`config.mk`:
```
export PLATFORM = sky130hd
export DESIGN_NAME = shared_pin_port
export DESIGN_NICKNAME = d
export VERILOG_FILES = /design/src/rtl/spp_pkg.sv /design/src/rtl/spp_ctrl.sv /design/src/rtl/spp_datapath.sv /design/src/rtl/shared_pin_port.sv
export SDC_FILE = /design/constraint.sdc
export NUM_CORES = 1
export LEC_CHECK = 0
export BUFFER_PORTS_ARGS = -buffer_cell sky130_fd_sc_hd__buf_2
export CORE_MARGIN = 1
export CORE_UTILIZATION = 47
export CTS_CLUSTER_SIZE = 14
export DETAILED_ROUTE_END_ITERATION = 8
export GPL_TIMING_DRIVEN = 0
export PLACE_DENSITY_LB_ADDON = 0.1
export SLEW_MARGIN = 40
export SYNTH_ARGS = -nofsm -noshare
export SYNTH_HDL_FRONTEND = slang
export SYNTH_SLANG_ARGS = --single-unit
```
`constraint.sdc`:
```
create_clock -name clk -period 1.81 [get_ports clk]
set_input_delay 0.2715 -clock clk [delete_from_list [all_inputs] [get_ports clk]]
set_output_delay 0.2715 -clock clk [all_outputs]
set_load 0.03 [all_outputs]
```
`src/rtl/spp_pkg.sv`:
```
package spp_pkg;
  // Strobes from the decode stage to the datapath
  typedef struct packed {
    logic wrData;
    logic wrDir;
    logic rdData;
    logic rdDir;
  } sppStrobe_t;
endpackage

```
`src/rtl/spp_ctrl.sv`:
```
module spp_ctrl
  import spp_pkg::*;
#(
  parameter int WIDTH      = 8,
  parameter int TIMER_PINS = 6,
  parameter int ADDR_W     = 2,
  parameter logic [ADDR_W-1:0] DATA_OFS = 0,
  parameter logic [ADDR_W-1:0] DIR_OFS  = 1
) (
  input  logic [ADDR_W-1:0]       busAddr,
  input  logic                    busWrEn,
  input  logic [2*TIMER_PINS-1:0] tmrModeSel,
  output sppStrobe_t              strb,
  output logic [WIDTH-1:0]        ownMask
);
  logic hitData;
  logic hitDir;

  assign hitData = (busAddr == DATA_OFS);
  assign hitDir  = (busAddr == DIR_OFS);

  always_comb begin
    strb.wrData = busWrEn & hitData;
    strb.wrDir  = busWrEn & hitDir;
    strb.rdData = hitData;
    strb.rdDir  = hitDir;
  end

  // A channel claims its pin when its mode field is nonzero
  for (genvar i = 0; i < WIDTH; i++) begin : g_own
    if (i < TIMER_PINS) begin : g_tmr
      assign ownMask[i] = |tmrModeSel[2*i +: 2];
    end else begin : g_plain
      assign ownMask[i] = 1'b0;
    end
  end
endmodule

```
`src/rtl/spp_datapath.sv`:
```
module spp_datapath
  import spp_pkg::*;
#(
  parameter int WIDTH       = 8,
  parameter int TIMER_PINS  = 6,
  parameter int SYNC_STAGES = 2
) (
  input  logic                  clk,
  input  logic                  rstN,
  input  sppStrobe_t            strb,
  input  logic [WIDTH-1:0]      busWrData,
  input  logic [WIDTH-1:0]      ownMask,
  input  logic [TIMER_PINS-1:0] tmrOutVal,
  input  logic [TIMER_PINS-1:0] tmrOutDir,
  input  logic [WIDTH-1:0]      padIn,
  output logic [WIDTH-1:0]      padOut,
  output logic [WIDTH-1:0]      padOe,
  output logic [WIDTH-1:0]      busRdData
);
  localparam int LAST = SYNC_STAGES - 1;

  logic [WIDTH-1:0] dirReg;
  logic [WIDTH-1:0] latchReg;
  logic [SYNC_STAGES-1:0][WIDTH-1:0] syncPipe;
  logic [WIDTH-1:0] pinSeen;
  logic [WIDTH-1:0] portView;

  // Direction register: cleared by reset
  always_ff @(posedge clk or negedge rstN) begin
    if (!rstN) dirReg <= '0;
    else if (strb.wrDir) dirReg <= busWrData;
  end

  // Data latch: deliberately untouched by reset
  always_ff @(posedge clk) begin
    if (rstN && strb.wrData) latchReg <= busWrData;
  end

  // Input synchronizer
  always_ff @(posedge clk or negedge rstN) begin
    if (!rstN) begin
      syncPipe <= '0;
    end else begin
      syncPipe[0] <= padIn;
      for (int k = 1; k < SYNC_STAGES; k++) syncPipe[k] <= syncPipe[k-1];
    end
  end
  assign pinSeen = syncPipe[LAST];

  // Pin drive: timer channel or GPIO registers
  for (genvar i = 0; i < WIDTH; i++) begin : g_pin
    if (i < TIMER_PINS) begin : g_shared
      always_comb begin
        if (ownMask[i]) begin
          padOe[i]  = tmrOutDir[i];
          padOut[i] = tmrOutVal[i];
        end else begin
          padOe[i]  = dirReg[i];
          padOut[i] = latchReg[i];
        end
      end
    end else begin : g_gpio
      assign padOe[i]  = dirReg[i];
      assign padOut[i] = latchReg[i];
    end
  end

  // Read-back selection is by direction bit only
  assign portView = (dirReg & latchReg) | (~dirReg & pinSeen);

  always_comb begin
    if (strb.rdData)     busRdData = portView;
    else if (strb.rdDir) busRdData = dirReg;
    else                 busRdData = '0;
  end
endmodule

```
`src/rtl/shared_pin_port.sv`:
```
module shared_pin_port
  import spp_pkg::*;
#(
  parameter int WIDTH       = 8,
  parameter int TIMER_PINS  = 6,
  parameter int ADDR_W      = 2,
  parameter int SYNC_STAGES = 2
) (
  input  logic                    clk,
  input  logic                    rstN,
  input  logic [ADDR_W-1:0]       busAddr,
  input  logic                    busWrEn,
  input  logic [WIDTH-1:0]        busWrData,
  output logic [WIDTH-1:0]        busRdData,
  input  logic [2*TIMER_PINS-1:0] tmrModeSel,
  input  logic [TIMER_PINS-1:0]   tmrOutVal,
  input  logic [TIMER_PINS-1:0]   tmrOutDir,
  input  logic [WIDTH-1:0]        padIn,
  output logic [WIDTH-1:0]        padOut,
  output logic [WIDTH-1:0]        padOe
);
  localparam logic [ADDR_W-1:0] DATA_OFS = ADDR_W'(0);
  localparam logic [ADDR_W-1:0] DIR_OFS  = ADDR_W'(1);

  sppStrobe_t       strb;
  logic [WIDTH-1:0] ownMask;

  spp_ctrl #(
    .WIDTH(WIDTH), .TIMER_PINS(TIMER_PINS), .ADDR_W(ADDR_W),
    .DATA_OFS(DATA_OFS), .DIR_OFS(DIR_OFS)
  ) u_ctrl (
    .busAddr(busAddr), .busWrEn(busWrEn), .tmrModeSel(tmrModeSel),
    .strb(strb), .ownMask(ownMask)
  );

  spp_datapath #(
    .WIDTH(WIDTH), .TIMER_PINS(TIMER_PINS), .SYNC_STAGES(SYNC_STAGES)
  ) u_dp (
    .clk(clk), .rstN(rstN), .strb(strb), .busWrData(busWrData),
    .ownMask(ownMask), .tmrOutVal(tmrOutVal), .tmrOutDir(tmrOutDir),
    .padIn(padIn), .padOut(padOut), .padOe(padOe), .busRdData(busRdData)
  );
endmodule

```
Yosys cells after proc, flatten, opt, wreduce, memory -nomap -nowiden --
Index checks and enable logic that the tools add are counted.
Word-level totals: register bits 32, input port bits 45, output and inout bits 24, word-level logic and storage cells 33
Operators by class: equality and inequality tests 1, mux-type cells 14, bitwise operators 6, reductions and logical operators 8
Operators by type and width (number):
- 8-bit AND | 2
- 8-bit two-way mux | 2
- 1-bit two-way mux | 12
- 2-bit OR reduction | 6
- 8-bit inverter | 1
- 8-bit OR | 1
- 1-bit AND | 2
- 2-bit by 1-bit equality test with 1-bit output (second input constant) | 1
- 2-bit logical NOT | 1
- 1-bit logical AND | 1

Longest topological paths before layout --
Gate-level depths: netlist (run 1).
word-level depth 4, mapped depth 3, mapped depth without buffers 2

By module --
From an unflattened synthesis (run 1), not the netlist that was laid out.
Second synthesis, totals: cells, all modules 93, area, all modules 1400.1 sq um
Modules (own cells, without submodules):
- spp_datapath | times used 1, cells an instance 78, area an instance 1302.5 sq um, seq. area each 840.8 sq um
- spp_ctrl | times used 1, cells an instance 15, area an instance 97.6 sq um, seq. area each 0.0 sq um

Worst setup path after synthesis (run 1) --
OpenSTA, ideal clock, no wires.
path kind reg2out, start reg u_dp.dirReg[0], end out busRdData[0], arrival 1.340 ns, required time 1.539 ns, slack 0.198 ns, stages on the path, launching flop included 3, cells stage by stage dfrtp_1 or3b_2 a21oi_1
On the way: cells in the longest elaborated chain, start to end 4
RTL lines:
- from (decl) | line spp_datapath.sv:22 | logic [WIDTH-1:0] dirReg;
- from (signal assigned) | line spp_datapath.sv:31 | else if (strb.wrDir) dirReg <= busWrData;
- 8-bit inverter | line spp_datapath.sv:69 | assign portView = (dirReg & latchReg) | (~dirReg & pinSeen);
- 8-bit AND | line spp_datapath.sv:69
- 8-bit OR | line spp_datapath.sv:69
- 8-bit two-way mux (*) | line spp_datapath.sv:72 | if (strb.rdData) busRdData = portView;
- to (decl) | line shared_pin_port.sv:14 | output logic [WIDTH-1:0] busRdData,
Every way passes the cells marked *; elsewhere a longest branch is shown, timed or not.

Worst setup path in the final report (run 1) --
start reg u_dp.dirReg[2], end out busRdData[2]
Same word-level chain as after synthesis.

==> impl_metrics.csv, run 1 <==
group,metric,value,unit
yosys,yosys.cell_count.top_type,"dfrtp_1",
cts,cts_max_path_buffers,2,
setup_path,critPathLaunchType,"flop",
detailed_routing,post_drt_via_cell_ratio,5.015,
power_and_ir_drop,total_power,1659,uW
die,die_w,55.02,um
cts,root_buffer,"clkbuf_4",
setup_path,cp.arrival,1.50,ns
yosys,syn_inst,90,
cts,clk_pin_slew,0.08,ns
yosys,netlist_top_cells_area,"dfrtp_1, edfxtp_1, mux2_2",
detailed_routing,drt_iter0_drc,4,
timing,setup_ws,0.04040,ns
yosys,seq_area_frac_synth,63.64,%
grt,grt_max_degree,26,
finish,final_nets,213,
power_and_ir_drop,powerDensity,904.2,nW/um2
timing,hold_ws,0.06176,ns
placed_design,place_hpwl,1.972,mm
power_and_ir_drop,leakage,0.0008676,uW
timing,hold_viol_final,0,
timing,maxSlewViolCount,0,
yosys,ys_warn_count,0,
finish,num_antenna_cells,0,
detailed_routing,routedWlPerCell,12.99,um
yosys,synth.avg_cell_area,14.68,um2
cts,clkLatencyLatePin,0.31,ns
timing,rsz0062_at_grt,"true",
die,ios,69,
die,die_area,3027,um2
timing,relSlewSlack,78.47,%
yosys,syn_area,1321,um2
status,status,"finished, final reports clean",
detailed_routing,ant_nets,0,
timing,setup_viol,0,
yosys,synth_flop_cell,"dfrtp_1",
die,core.rowCount,18,
timing,fin_setup_tns,0,ns
yosys,yosysTopAreaCell,"dfrtp_1",
grt,grt_usage,18.57,%
yosys,syn_nets,135,
min_path,hold_class,"in2reg",
detailed_routing,drt_pass1_iterations,4,
timing,worst_slew_pin_slew,0.3229,ns
placed_design,dpl_worst_slack,0.2585,ns
detailed_routing,via_count,993,
min_path,hold_depth,1,
die,coreArea,2567,um2
setup_path,rr_worst_depth,2,
detailed_routing,drt_drc_violations_left,0,
yosys,ys_ff_latch,32,
grt,antenna_found_initial,0,
setup_path,cp_max_fo,4,
timing,fmax,565.1,MHz
yosys,synth_top_area_share,45.45,%
placed_design,io_buffers,67,
yosys,synth_edf_count,8,
grt,grt_pass1_vias,820,
die,start_util,51.46,%
placed_design,gp_congestion,0.6273,
yosys,synth_commonest_cells,"dfrtp_1, mux2_2, edfxtp_1, o21ai_0, a21oi_1",
detailed_routing,routed_wl,2.572,mm
setup_path,cp-end-kind,"output port",
power_and_ir_drop,peakVddDrop,679.2,uV
setup_path,cp.required,1.54,ns
setup_path,path_class,"reg2out",
grt,grt_pass1_wl,3.657,mm
die,die_h,55.02,um
timing,fin_crit_sh,97.77,%
cts,htreeDepth,2,
timing,skew,0.001336,ns
cts,cts_sinks,32,
cts,cts_made_buffers,5,
grt,globalRouteOverflowTotal,0,
finish,area_delta_synth_final,38.83,%
yosys,netlist-cell-type-count,14,
cts,cts_tree,"built",
yosys,async_reset_ff_share,75.00,%
run,drv_cap,0,
timing,period_needed,1.770,ns
finish,drive_gt1_share,67.86,%
placed cells by master (no fill, tap or decap), drive strengths merged:
cell and n:
a21oi 8, and4bb 1, buf 75, clkbuf 8
dfrtp 24, dlygate4sd3 1, edfxtp 8, mux2 20
nand3b 1, nor2 6, o21ai 8, or3b 8
worst paths after layout:
path | slack, ns | start | endpoint
worst max-delay path | 0.04 | u_dp.dirReg[2]$_DFFE_PN0P_ | busRdData[2]
worst min-delay path | 0.06 | padIn[0] | u_dp.syncPipe[0]$_DFF_PN0_
worst max register to register | 0.89 | u_dp.dirReg[2]$_DFFE_PN0P_ | u_dp.dirReg[2]$_DFFE_PN0P_
worst min register to register | 0.35 | u_dp.syncPipe[2]$_DFF_PN0_ | u_dp.pinSeen[2]$_DFF_PN0_
max in group asynchronous | 1.15 | rstN | u_dp.dirReg[3]$_DFFE_PN0P_
min in group asynchronous | 0.41 | rstN | u_dp.pinSeen[0]$_DFF_PN0_
cell type report:
class,count,area (um2)
multi-input combinational,52,451.7
fill,195,733.2
tap,30,37.54
clock buffer,7,65.06
timing repair buffer,71,392.9
buffer,6,46.29
sequential,32,840.8
metal layers:
layer	global-route usage [%]	wire length [um]	vias to the layer above	share of wire, %
li1	-	-	477	-
met1	18.36	926	462	36
met2	36.14	1399	50	54
met3	4.645	228	4	8.9
met4	7.500	18	0	0.70
met5	0	0	-	0
repair_timing:
| item | 4_1_cts | 5_1_grt |
|---|---|---|
| pin swaps | 1 | 1 |
| hold buffers | 1 | 0 |
| endpoints found under the hold margin | 24 | 0 |
| resized for setup | 3 | 14 |
| endpoints found under the setup margin | 3 | 14 |
| buffers inserted | 1 | 2 |
registers in the layout (all words and copies together) (netlist names):
register / cells
u_dp.dirReg: 8
u_dp.latchReg: 8
u_dp.pinSeen: 8
u_dp.syncPipe: 8
critical path, stage by stage, from the launching register on:
cell and delay [ns]:
dfrtp_1 0.42, or3b_2 0.49, a21oi_2 0.14, buf_6 0.14
per-stage QoR:
step	instance area, um2	util (%)	instances
floorplan	1321	-	90
global placement	1694	65.98	187
detailed placement	1694	65.98	187
CTS	1784	69.49	196
global route	1834	71.44	198
finish	1834	71.44	198
power by group:
part | total (uW) | internal (uW) | switching [uW] | leakage (uW)
Combinational | 408 | 189 | 219 | 0.000476
Clock | 418 | 220 | 198 | 0.0000374
Sequential | 832 | 798 | 34.5 | 0.000354
cells by family after synthesis:
logic type	count (synthesis)	synth area share [%]
DFF	32	63.64
muxes	20	17.05
AOI/OAI and AO/OA	16	6.345
and+or+nand+nor	16	9.469
buffers and inverters	6	3.503
Note: power is estimated with default switching activity, not from simulation.
==> run 2, diff against run 1 <==
--- a/config.mk
+++ b/config.mk
@@ -7,5 +7,5 @@
 export LEC_CHECK = 0
 export BUFFER_PORTS_ARGS = -buffer_cell sky130_fd_sc_hd__buf_2
-export CORE_MARGIN = 1
+export CORE_MARGIN = 4
 export CORE_UTILIZATION = 47
 export CTS_CLUSTER_SIZE = 14
==> constraint.sdc (replaced) <==
create_clock -name clk -period 1.81 [get_ports clk]
set_input_delay 0.2715 -clock clk [delete_from_list [all_inputs] [get_ports clk]]
set_output_delay 0.2715 -clock clk [all_outputs]
set_load 0.005 [all_outputs]
==> run 2 against run 1 <==
Effect of this change: clock power up 8.1%; critical path depth unchanged; register-to-register slack about the same; critical path type unchanged.
==> impl_metrics.csv, run 2 (synthesized netlist as in run 1, its figures left out) <==
group,metric,value,unit
setup_path,cp.required,1.54,ns
setup_path,cp-startpoint,"u_dp.dirReg[3]$_DFFE_PN0P_",
setup_path,critPathMaxStageDelay,0.46,ns
grt,grt_pass1_wl,4.195,mm
setup_path,rr_worst_depth,2,
setup_path,path_cells,"or3b_2 -> a21oi_1 -> buf_2",
setup_path,cp_num_buf_inv,1,
finish,layout_common_cells,"buf_2, dfrtp_1, mux2_2, o21ai_0, edfxtp_1",
setup_path,critPathLaunchType,"flop",
grt,grt_usage,16.25,%
setup_path,crit_cells,3,
cts,root_buffer,"clkbuf_4",
setup_path,cp_max_fo,2,
timing,skew,0.007809,ns
setup_path,cp-end-kind,"output port",
setup_path,cp_slowest_cell,"or3b_2",
run,drv_cap,0,
placed_design,place_hpwl,2.160,mm
timing,relSlewSlack,64.71,%
timing,rsz0062_at_grt,"false",
timing,worst_slew_pin_slew,0.5293,ns
setup_path,cp.arrival,1.44,ns
detailed_routing,via_count,970,
finish,num_antenna_cells,0,
die,ios,69,
timing,maxSlewViolCount,0,
placed_design,io_buffers,67,
finish,final_common_cell,"buf_2",
timing,period_needed,1.714,ns
cts,cts_made_buffers,5,
power_and_ir_drop,peakVddDrop,586.8,uV
setup_path,r2r_end,"u_dp.dirReg[1]$_DFFE_PN0P_",
grt,grt_pass1_vias,912,
finish,area_delta_synth_final,36.84,%
die,die_w,61.02,um
power_and_ir_drop,leakage,0.0008654,uW
cts,clk_pin_slew,0.09,ns
timing,setup_viol,0,
detailed_routing,drt_drc_violations_left,0,
finish,final_util,70.42,%
setup_path,reg2reg_slack,0.90,ns
grt,grt_max_degree,26,
min_path,hold_class,"in2reg",
detailed_routing,routedWlPerCell,14.17,um
setup_path,critPathTopFamily,"simple AND/OR/NAND/NOR gates",
grt,globalRouteOverflowTotal,0,
cts,cts_tree,"built",
die,coreArea,2567,um2
finish,drive_gt1_share,66.27,%
detailed_routing,ant_nets,0,
grt,antenna_found_initial,0,
cts,cts_max_path_buffers,2,
setup_path,endpoint,"busRdData[3]",
detailed_routing,drt_iter0_drc,25,
power_and_ir_drop,total_power,1571,uW
die,core.rowCount,18,
detailed_routing,routed_wl,2.819,mm
timing,fin_crit_sh,94.71,%
cts,clkLatencyLatePin,0.33,ns
finish,final_nets,213,
timing,fin_setup_tns,0,ns
timing,fmax,583.4,MHz
die,start_util,51.46,%
timing,hold_viol_final,0,
die,die_area,3723,um2
setup_path,r2r-start,"u_dp.dirReg[1]$_DFFE_PN0P_",
detailed_routing,drt_pass1_iterations,4,
cts,cts_sinks,32,
detailed_routing,post_drt_via_cell_ratio,4.874,
placed_design,gp_congestion,0.6359,
cts,htreeDepth,2,
die,die_h,61.02,um
power_and_ir_drop,powerDensity,869.0,nW/um2
status,status,"finished, final reports clean",
setup_path,path_class,"reg2out",
timing,hold_ws,0.03935,ns
-- run 2: changes by cell type in the layout (fill, tap and decap cells not counted) --
cell / change
buf_4: -4
buf_2: +7
a21oi_1: +2
clkbuf_4: -1
or3b_4: +1
or3b_2: -1
buf_6: -2
a21oi_2: -2
clkbuf_1: +1
-- run 2: how the worst min path moves through the flow --
stage	depth (start not counted)	to	from
global placement	1	u_dp.syncPipe[0]$_DFF_PN0_	rstN
global route	1	u_dp.syncPipe[1]$_DFF_PN0_	padIn[1]
CTS	1	u_dp.syncPipe[4]$_DFF_PN0_	padIn[4]
finish	1	u_dp.syncPipe[0]$_DFF_PN0_	padIn[0]
floorplan	0	u_dp.dirReg[0]$_DFFE_PN0P_	rstN
detailed placement	1	u_dp.dirReg[0]$_DFFE_PN0P_	rstN
-- run 2: area by class of cell --
cell class / count / area [um2]
multi-input combinational: 52 / 446.7
tap: 30 / 37.54
clock buffer: 8 / 68.82
timing repair buffer: 71 / 367.9
buffer: 6 / 46.29
fill: 192 / 759.5
sequential: 32 / 840.8
-- run 2: what timing repair did --
item                                    CTS  global route
buffers inserted                          0             3
gates resized for setup                   0             4
hold buffers                              1             0
endpoints found under the setup margin    0             4
hold endpoints to repair                 24             0
-- run 2: power by group --
part           internal [uW]  total, uW  switching [uW]
clock network            228        452             224
logic                    175        288             113
registers                798        831            33.9
-- run 2: per-layer routing --
| layer | wire [um] | part of all wire, % | global-route usage (%) |
|---|---|---|---|
| met1 | 1095 | 39 | 18.59 |
| met3 | 310 | 11 | 6.289 |
| met4 | 48 | 1.7 | 6.502 |
| met2 | 1365 | 48 | 27.34 |
| met5 | 0 | 0 | 0 |
-- run 2: metrics by stage --
| step | cell area, um2 | cells | worst slack, ns |
|---|---|---|---|
| global placement | 1694 | 187 | 0.2693 |
| CTS | 1773 | 196 | 0.01351 |
| detailed placement | 1694 | 187 | 0.2885 |
| global route | 1808 | 199 | 0.005183 |
| floorplan | 1321 | 90 | 0.5509 |
| finish | 1808 | 199 | 0.09582 |
==> run 3, diff against run 2 <==
- CORE_UTILIZATION: 47 -> 30
==> run 3 against run 2 <==
Effect of this change: the flow now finishes with violations (hold timing); combinational power is 10% lower; sequential power hardly changed; die area is 49% higher; non-clock buffer count is 4 lower; highest routed layer unchanged; clock-buffer cell count stayed put; sequential cell count stayed put.
==> impl_metrics.csv, run 3 (synthesized netlist as in run 1, its figures left out) <==
group,metric,value,unit
detailed_routing,drt_drc_violations_left,0,
die,coreArea,4115,um2
detailed_routing,via_count,980,
setup_path,path_cells,"or3b_2 -> a21oi_1 -> buf_2",
setup_path,critPathMaxStageDelay,0.47,ns
setup_path,rr_worst_depth,1,
detailed_routing,routed_wl,2.994,mm
die,ios,69,
setup_path,r2r_end,"u_dp.dirReg[5]$_DFFE_PN0P_",
setup_path,cp-end-kind,"output port",
status,violations,"hold timing",
detailed_routing,wl_met1,961,um
cts,postCtsHoldBufs,0,
timing,fmax,592.5,MHz
timing,fin_crit_sh,93.24,%
setup_path,critPathTopFamily,"simple AND/OR/NAND/NOR gates",
placed_design,place_hpwl,2.262,mm
finish,n_fill_cell,418,
min_path,hold_class,"in2async",
cts,cts_tree,"built",
die,die_w,74.37,um
finish,layout_common_cells,"buf_2, dfrtp_1, mux2_2, o21ai_0, edfxtp_1",
timing,worst_slew_pin_slew,0.5599,ns
power_and_ir_drop,peakVddDrop,408.0,uV
grt,globalRouteOverflowTotal,0,
setup_path,cp_slowest_cell,"or3b_2",
grt,grt_max_degree,26,
finish,num_antenna_cells,0,
setup_path,r2r-start,"u_dp.dirReg[5]$_DFFE_PN0P_",
finish,final_common_cell,"buf_2",
setup_path,cp.arrival,1.42,ns
die,die_h,74.37,um
setup_path,path_class,"reg2out",
detailed_routing,post_drt_via_cell_ratio,4.558,
setup_path,cp.required,1.54,ns
finish,final_nets,209,
timing,fin_setup_tns,0,ns
detailed_routing,dr.max_layer_used,"met4",
cts,cts_sinks,32,
timing,relSlewSlack,62.68,%
detailed_routing,met3_length,320,um
power_and_ir_drop,powerDensity,899.9,nW/um2
grt,antenna_found_initial,0,
timing,skew,0.0003554,ns
cts,cts_made_buffers,5,
finish,area_delta_synth_final,36.93,%
detailed_routing,drt_iter0_drc,5,
finish,ff_latch_area,840.8,um2
timing,hold_viol_final,24,
power_and_ir_drop,leakage,0.0008512,uW
setup_path,cp_num_buf_inv,1,
cts,post_cts_resized,0,
setup_path,reg2reg_slack,1.03,ns
run,drv_cap,0,
grt,grt_usage,10.92,%
cts,cts_max_path_buffers,2,
cts,htreeDepth,2,
die,core.rowCount,23,
die,die_area,5530,um2
finish,multi_input_area,434.2,um2
detailed_routing,route.met2.wl,1.616,mm
grt,grt_pass1_wl,4.353,mm
cts,post_cts_buffers,0,
detailed_routing,drt_pass1_iterations,3,
finish,drive_gt1_share,64.24,%
setup_path,cp_max_fo,4,
cts,clkLatencyLatePin,0.27,ns
die,start_util,32.11,%
status,status,"finished with violations",
timing,maxSlewViolCount,0,
detailed_routing,routedWlPerCell,13.93,um
timing,hold_ws,-0.01239,ns
placed_design,gp_congestion,0.7361,
timing,setup_viol,0,
timing,rsz0062_at_grt,"false",
detailed_routing,ant_nets,0,
setup_path,critPathLaunchType,"flop",
grt,grt_pass1_vias,999,
cts,root_buffer,"clkbuf_8",
cts,clk_pin_slew,0.06,ns
placed_design,io_buffers,67,
timing,period_needed,1.688,ns
run 3: changes by cell type in the layout (fill, tap and decap cells not counted):
cell,change
clkbuf_4,-5
clkbuf_8,+4
buf_4,-3
a21oi_1,+2
a21oi_2,-2
or3b_2,+2
or3b_4,-2
clkbuf_1,+1
dlygate4sd3_1,-1
run 3: per-layer routing:
metal | vias to the layer above | track usage, %
met2 | 48 | 20.98
met1 | 453 | 9.370
met3 | 10 | 4.459
met4 | 0 | 5.929
met5 | - | 0
li1 | 469 | -
run 3: final cells by class:
cell class | count | area share, %
multi-input combinational | 52 | 24.00
sequential | 32 | 46.47
tap | 50 | 3.458
clock buffer | 8 | 4.979
buffer | 6 | 2.559
timing repair buffer | 67 | 18.53
run 3: how the worst max path moves through the flow:
stage,startpoint,end,slack [ns],cells past startpoint
CTS,u_dp.dirReg[3]$_DFFE_PN0P_,busRdData[3],0.12,3
finish,u_dp.dirReg[3]$_DFFE_PN0P_,busRdData[3],0.12,3
global route,u_dp.dirReg[2]$_DFFE_PN0P_,busRdData[2],0.04,3
global placement,rstN,u_dp.latchReg[0]$_DFFE_PP_,0.23,2
floorplan,u_dp.dirReg[0]$_DFFE_PN0P_,busRdData[0],0.55,2
detailed placement,rstN,u_dp.latchReg[0]$_DFFE_PP_,0.19,2
run 3: report_power, final:
part	switching, uW	leakage, uW	internal (uW)
sequential	34.4	0.000354	799
combinational	104	0.000452	155
clock	226	0.0000455	309
total	365	0.000851	1260
run 3: stage by stage:
step	cell area [um2]	instances	utilization, %	power [uW]	setup WS (ns)
3_5_place_dp	1719	207	41.78	1112	0.1855
3_3_place_gp	1719	207	41.78	1102	0.2256
4_1_cts	1809	215	43.96	1656	0.1188
6_report	1809	215	43.96	1628	0.1224
2_1_floorplan	1321	90	-	971.1	0.5509
5_1_grt	1809	215	43.96	1720	0.03562
